===== config.mk =====
export PLATFORM = sky130hd
export DESIGN_NAME = cw_resolver
export DESIGN_NICKNAME = d
export VERILOG_FILES = /design/src/rtl/cw_resolver.sv
export SDC_FILE = /design/constraint.sdc
export NUM_CORES = 1
export LEC_CHECK = 0
export BUFFER_PORTS_ARGS = -buffer_cell sky130_fd_sc_hd__buf_4
export CAP_MARGIN = 20
export CORE_MARGIN = 1
export CORE_UTILIZATION = 57
export CTS_BUF_LIST = sky130_fd_sc_hd__clkbuf_4 sky130_fd_sc_hd__clkbuf_8 sky130_fd_sc_hd__clkbuf_16
export CTS_CLUSTER_SIZE = 20
export DETAILED_ROUTE_END_ITERATION = 16
export PLACE_DENSITY_LB_ADDON = 0.15
export SKIP_CTS_REPAIR_TIMING = 1
export SLEW_MARGIN = 25
export SYNTH_ARGS = -nofsm -noshare
export SYNTH_HDL_FRONTEND = slang
export SYNTH_SLANG_ARGS = --single-unit

===== constraint.sdc =====
create_clock -name clk -period 5.3 [get_ports clk]
set_input_delay 0.53 -clock clk [delete_from_list [all_inputs] [get_ports clk]]
set_output_delay 0.53 -clock clk [all_outputs]
set_load 0.1 [all_outputs]

===== src/rtl/cw_resolver.sv =====
module cw_resolver #(
  parameter int LANES = 4,
  parameter int W = 8,
  parameter logic [W-1:0] COLL_CODE = '1,
  parameter logic [15:0] LFSR_SEED = 16'hACE1
) (
  input  logic               clk,
  input  logic               rst,
  input  logic [3:0]         mode,
  input  logic [LANES-1:0]   lane_valid,
  input  logic [LANES*W-1:0] lane_data,
  output logic               wr_en,
  output logic [W-1:0]       wr_data,
  output logic               collide
);
  localparam logic [3:0] M_DETECT = 4'd0;
  localparam logic [3:0] M_AGREE  = 4'd1;
  localparam logic [3:0] M_MAX    = 4'd3;
  localparam logic [3:0] M_MIN    = 4'd4;
  localparam logic [3:0] M_SUM    = 4'd5;
  localparam logic [3:0] M_AND    = 4'd6;
  localparam logic [3:0] M_XOR    = 4'd7;
  localparam logic [3:0] M_RAND   = 4'd8;

  logic [15:0]  lfsr;
  int           cnt;
  logic         agree;
  logic [W-1:0] first, vmax, vmin, vsum, vand, vxor, rpick;
  logic         nxt_en;
  logic [W-1:0] nxt_data;

  always_comb begin
    cnt = 0; agree = 1'b1; first = '0;
    vmax = '0; vmin = '1; vsum = '0; vand = '1; vxor = '0;
    for (int i = 0; i < LANES; i++) begin
      if (lane_valid[i]) begin
        if (cnt == 0) first = lane_data[i*W +: W];
        else if (lane_data[i*W +: W] != first) agree = 1'b0;
        cnt = cnt + 1;
        if (lane_data[i*W +: W] > vmax) vmax = lane_data[i*W +: W];
        if (lane_data[i*W +: W] < vmin) vmin = lane_data[i*W +: W];
        vsum = vsum + lane_data[i*W +: W];
        vand = vand & lane_data[i*W +: W];
        vxor = vxor ^ lane_data[i*W +: W];
      end
    end
  end

  always_comb begin
    int start, idx;
    logic got;
    start = int'(lfsr) % LANES;
    got = 1'b0;
    rpick = '0;
    for (int k = 0; k < LANES; k++) begin
      idx = start + k;
      if (idx >= LANES) idx = idx - LANES;
      if (!got && lane_valid[idx]) begin
        rpick = lane_data[idx*W +: W];
        got = 1'b1;
      end
    end
  end

  always_comb begin
    nxt_en = (cnt != 0);
    case (mode)
      M_DETECT: nxt_data = (cnt > 1) ? COLL_CODE : first;
      M_AGREE: begin
        nxt_data = first;
        nxt_en = (cnt != 0) && agree;
      end
      M_MAX:  nxt_data = vmax;
      M_MIN:  nxt_data = vmin;
      M_SUM:  nxt_data = vsum;
      M_AND:  nxt_data = vand;
      M_XOR:  nxt_data = vxor;
      M_RAND: nxt_data = rpick;
      default: nxt_data = first;
    endcase
  end

  always_ff @(posedge clk) begin
    if (rst) begin
      lfsr    <= LFSR_SEED;
      wr_en   <= 1'b0;
      wr_data <= '0;
      collide <= 1'b0;
    end else begin
      lfsr    <= {lfsr[14:0], lfsr[15] ^ lfsr[13] ^ lfsr[12] ^ lfsr[10]};
      wr_en   <= nxt_en;
      wr_data <= nxt_en ? nxt_data : '0;
      collide <= (cnt > 1);
    end
  end

  p_idle_r2: assert property (@(posedge clk) disable iff (rst)
    (lane_valid == '0) |=> !wr_en);
  p_collide_set_r4: assert property (@(posedge clk) disable iff (rst)
    ($countones(lane_valid) >= 2) |=> collide);
  p_collide_clr_r4: assert property (@(posedge clk) disable iff (rst)
    ($countones(lane_valid) < 2) |=> !collide);
  p_detect_code_r5: assert property (@(posedge clk) disable iff (rst)
    (mode == M_DETECT && $countones(lane_valid) >= 2) |=> (wr_en && wr_data == COLL_CODE));
  p_rand_store_r11: assert property (@(posedge clk) disable iff (rst)
    (mode == M_RAND && lane_valid != '0) |=> wr_en);
endmodule


After elaboration in Yosys (flattened, before gate mapping)
Cells that the tools add are included.
{ "word_totals": {"output_inout_bits": 10, "register_bits": 26, "elab_cells": 143} }
{ "classes": {"add_sub_neg": 13, "order_cmp": 17, "reduce_logical": 13, "mux": 72, "n_shift": 4, "n_bitwise": 10, "n_eq_ne": 10} }
{ "ops": {"columns": ["operator", "n"], "rows": [
  ["$mux W8", 38],
  ["$mux W32", 6],
  ["$lt A32 B4 Y1 const B", 4],
  ["$shiftx A32 B32 Y8", 4],
  ["$logic_not A32 Y1", 3],
  ["$add A32 B2 Y32 const B", 2],
  ["$pmux W8 S7", 1],
  ["$gt A32 B2 Y1 const B", 1],
  ["$reduce_bool A32 Y1", 1],
  ["$add A8 B8 Y8", 3],
  ["$and A8 B8 Y8", 3],
  ["$gt A8 B8 Y1", 3],
  ["$lt A8 B8 Y1", 3],
  ["$ne A8 B8 Y1", 3],
  ["$xor A8 B8 Y8", 3],
  ["$mux W1", 22],
  ["$eq A4 B3 Y1 const B", 4],
  ["$sub A3 B3 Y4 const B", 3],
  ["$ge A3 B3 Y1 const B", 3],
  ["$bmux W1 S2", 4],
  ["$gt A8 B1 Y1 const B", 1],
  ["$lt A8 B8 Y1 const B", 1],
  ["$add A2 B2 Y3 const B", 2],
  ["$eq A4 B1 Y1 const B", 1],
  ["other kinds (13)", 20]
]} }

Logic depth before layout (Yosys ltp)
{ "logic_depth": {"ltp_word": 16, "mapped_depth": 28, "depth_no_buf": 26} }

Least setup slack after synthesis
OpenSTA, ideal clock, no wires.
{ "synth_path": {"path_type": "input -> register", "from": "in lane_valid[0]", "to": "reg wr_data[3]", "setup_time_ns": 0.092, "setup_slack_ns": -0.073, "cell_stages": 25, "arrival_ns": 5.281, "required_ns": 5.208, "path_cell_list": "inv_1 > clkbuf_1 > nor2_1 > ha_1 > o21ai_0 > o21bai_1 > a211oi_4 > or2_1 > buf_2 > o21ai_1 > ha_1 > a211oi_1 > o21ai_1 > or2_2 > nand2_2 > mux2_2 > ha_1 > nand3_1 > a21boi_0 > nor3_1 > and3b_1 > a21oi_4 > nand3_1 > o21bai_1 > a311oi_1"} }
{ "synth_via": {"elab_chain_len": 15, "elab_cells_between_ends": 101} }
{ "synth_rtl": {"columns": ["element", "line_no", "rtl"], "rows": [
  ["from (decl)", "10", "input logic [LANES-1:0] lane_valid,"],
  ["branches (longest 15 deep; another with $add A32 B2 Y32)", null, null],
  ["to (signal assigned)", "92", "wr_data <= nxt_en ? nxt_data : '0;"],
  ["to (decl)", "13", "output logic [W-1:0] wr_data,"]
]} }
Several ways; the timed one is not identified. The select of a mux whose other input is x is not followed.
A chain may end at the register's enable or synchronous reset.

Final worst setup path
Ends and elaborated chain as after synthesis.

==> insert_results.sql <==
INSERT INTO impl_metrics (metric_group, metric, value, unit) VALUES
('placed_design', 'dp.cells', '1045', ''),
('sta', 'achievable-frequency', '0.1881', 'GHz'),
('synthesis', 'synth_most_common_cell', 'ha_1', ''),
('pwr', 'peak_vdd_ir', '0.0001685', 'V'),
('synthesis', 'synth_largest_area_cell', 'ha_1', ''),
('sta', 'report.final.hold_viol_count', '0', ''),
('critical_path', 'crit_arrival', '5500', 'ps'),
('synthesis', 'ys_types', '75', ''),
('sta', 'final-setup-viol-count', '1', ''),
('global_routing', 'first_global_vias', '7004', ''),
('flow_run', 'max_cap_violations', '0', ''),
('routing', 'initialDrtViolationCount', '1160', ''),
('critical_path', 'reg2reg_from', 'lfsr[1]', ''),
('routing', 'drc_errors', '0', ''),
('global_routing', 'grt_max_degree', '46', ''),
('pwr', 'p_leak', '3.477', 'nW'),
('sta', 'max_slew_margin_vs_limit', '45.62', '%'),
('critical_path', 'critical_path_start', 'lane_valid[0]', ''),
('floorplanning', 'num_rows', '37', ''),
('synthesis', 'synth_warnings', '0', ''),
('synthesis', 'yosysSeqAreaShare', '8.295', '%'),
('cts', 'clock_tree.root_cell', 'clkbuf_8', ''),
('synthesis', 'synthesis.area', '6275', 'µm²'),
('routing', 'finalWirelength', '26350', 'µm'),
('sta', 'timing_max_transition_violations_final', '0', ''),
('synthesis', 'post_synth_main_area_contributors', 'ha_1 15%, dfxtp_1 8.3%, mux4_2 6.5%, a21oi_1 5.0%, mux2i_1 4.8%', ''),
('global_routing', 'grt-ovfl-total', '0', ''),
('min_path', 'hp-start', 'lfsr[4]', ''),
('sta', 'final_period_utilization', '100.3', '%'),
('critical_path', 'worstPathRequired', '5480', 'ps'),
('floorplanning', 'die_w', '106.9', 'µm'),
('global_routing', 'global_route.usage.total', '44.58', '%'),
('placed_design', 'dp_hpwl', '19750', 'µm'),
('routing', 'number_of_nets_still_failing_antenna_checks_after_routing', '0', ''),
('finish', 'final_cell_count_no_fill', '1058', ''),
('status', 'status', 'finished with violations', ''),
('synthesis', 'synth.top_cells.by_count', '75 x ha_1, 63 x a21oi_1, 61 x nor2_1', ''),
('critical_path', 'critical_path.slowest_cell', 'mux2_2', ''),
('sta', 'fin_worst_skew', '3.746', 'ps'),
('routing', 'detailedRoute.firstPassIterationCount', '6', ''),
('critical_path', 'critical_path.max_fanout', '7', ''),
('finish', 'num_antenna_cells', '0', ''),
('routing', 'drt-wirelength-per-cell', '24.91', 'µm'),
('cts', 'tritoncts_num_sinks', '26', ''),
('global_routing', 'grt_pass1_wl', '38610', 'µm'),
('synthesis', 'number_of_synthesized_flops_with_an_enable_pin', '0', ''),
('sta', 'setup_ws', '-17.61', 'ps'),
('critical_path', 'crit_family', 'compound AO/OA/AOI/OAI gates', ''),
('cts', 'h-tree-depth', '1', ''),
('synthesis', 'postSynthAreaPerCell', '7.699', 'µm²'),
('routing', 'via_count', '7510', ''),
('min_path', 'hold_class', 'flip-flop to flip-flop', ''),
('cts', 'clock_latency', '270', 'ps'),
('pwr', 'power.density', '200.2', 'nW/µm²'),
('placed_design', 'placement.io_buffers', '51', ''),
('critical_path', 'timing_worst_setup_path_type', 'primary input to flip-flop', ''),
('critical_path', 'worstSetupEndpointType', 'flip-flop', ''),
('sta', 'worstMarginPinSlew', '812.1', 'ps'),
('cts', 'cts_tree', 'yes', ''),
('synthesis', 'ys_seq_elements', '26', ''),
('synthesis', 'syn_inst', '815', ''),
('status', 'violations', 'negative setup slack', ''),
('routing', 'routed_via_density', '7.098', ''),
('pwr', 'finalPower', '1.593', 'mW'),
('floorplanning', 'die_area', '11430', 'µm²'),
('cts', 'clkSlewWorstSetupHoldPaths', '90', 'ps'),
('floorplanning', 'floorplan_die_height', '106.9', 'µm'),
('critical_path', 'crit_path_start_kind', 'primary input', ''),
('critical_path', 'max_stage_delay', '380', 'ps'),
('synthesis', 'synth_flop_cell', 'dfxtp_1', ''),
('synthesis', 'mappedNetlistNets', '935', '');
==> registers in the layout, indices dropped and copies added, names as in the netlist <==
register  count
lfsr         16
wr_data       8
collide       1
wr_en         1
==> kinds of logic (layout without fill, tap and decap cells) <==
group	after synthesis	count (layout)	synth area share, %
flip-flops	26	26	8.295
XOR/XNOR	43	43	6.221
multiplexers	69	69	15.07
AO/OA/AOI/OAI	246	246	26.92
AND/OR/NAND/NOR	255	255	21.18
buffers and inverters	98	205	6.401
adder cells (fa/ha/maj)	78	78	15.91
==> report_power, final <==
group / total, mW / switching [mW] / leakage [nW] / internal [mW]
sequential: 0.220 / 0.00628 / 0.216 / 0.214
combinational: 1.21 / 0.695 / 3.23 / 0.511
clock: 0.167 / 0.0655 / 0.0357 / 0.101
==> metrics by stage <==
step / instance area (µm²) / hold slack (ps) / utilization, % / setup TNS, ps / setup WS (ps)
final: 7959 / 418.5 / 75.74 / -17.61 / -17.61
after global routing: 7959 / 444.2 / 75.74 / -877.7 / -194.0
after CTS: 7377 / 427.2 / 70.20 / -2333 / -359.5
after detailed placement: 7306 / 403.4 / 69.52 / -4432 / -622.4
after global placement: 7306 / 390.9 / 69.52 / -3669 / -517.6
after floorplan: 6284 / 389.5 / - / 0 / 4.015
==> metal layers <==
layer / vias up / share of wire [%] / track usage, % / wire, µm
met5: - / 0 / 0 / 0
met3: 158 / 13 / 8.389 / 3310
met1: 3472 / 37 / 57.72 / 9826
met2: 584 / 42 / 67.88 / 11060
li1: 3296 / - / - / -
met4: 0 / 8.2 / 28.18 / 2149
==> cells in the final DEF, fill, tap and decap left out, types with 6 or more instances in the layout <==
| cell | synthesis | routed |
|---|---|---|
| a31oi_1 | 12 | 12 |
| nor2_1 | 61 | 53 |
| xor2_1 | 11 | 11 |
| o21ai_2 | 1 | 7 |
| nand2b_1 | 8 | 8 |
| ha_1 | 75 | 62 |
| o21ai_1 | 10 | 7 |
| inv_1 | 44 | 43 |
| a311oi_1 | 6 | 6 |
| o221ai_1 | 12 | 11 |
| mux2_2 | 20 | 17 |
| a21oi_1 | 63 | 56 |
| dfxtp_1 | 26 | 25 |
| nand4_1 | 12 | 12 |
| nor3_1 | 18 | 17 |
| buf_6 | 1 | 7 |
| or2_2 | 10 | 10 |
| a21oi_2 | 1 | 6 |
| a21o_1 | 9 | 9 |
| nor2b_1 | 17 | 16 |
| o22ai_1 | 8 | 8 |
| inv_2 | 6 | 6 |
| nand2_1 | 58 | 56 |
| nand3b_1 | 11 | 11 |
| and3_1 | 13 | 13 |
| nor2_4 | 0 | 6 |
| nand3_1 | 9 | 8 |
| buf_4 | 2 | 142 |
| mux2i_1 | 30 | 24 |
| mux4_2 | 18 | 18 |
| and3b_1 | 11 | 10 |
| ha_4 | 0 | 12 |
| xnor2_1 | 31 | 31 |
| o211ai_1 | 11 | 11 |
| a211oi_1 | 20 | 15 |
| o21ai_0 | 34 | 28 |
==> cell type report <==
cell class	instances	area, µm²
multi-input combinational	691	5824
sequential	26	521.8
fill	831	2550
tap	136	170.2
clock buffer	3	41.29
clock inverter	1	30.03
inverter	50	191.4
timing repair buffer	151	1180
==> worst paths after layout <==
| kind | slack, ps | cells past startpoint | end |
|---|---|---|---|
| min | 420 | 1 | lfsr[5] |
| max | -20 | 25 | wr_data[3] |
| max reg2reg | 1540 | 12 | wr_data[1] |
| min reg2reg | 420 | 1 | lfsr[5] |
No activity file was read; power rests on OpenSTA's default activity.
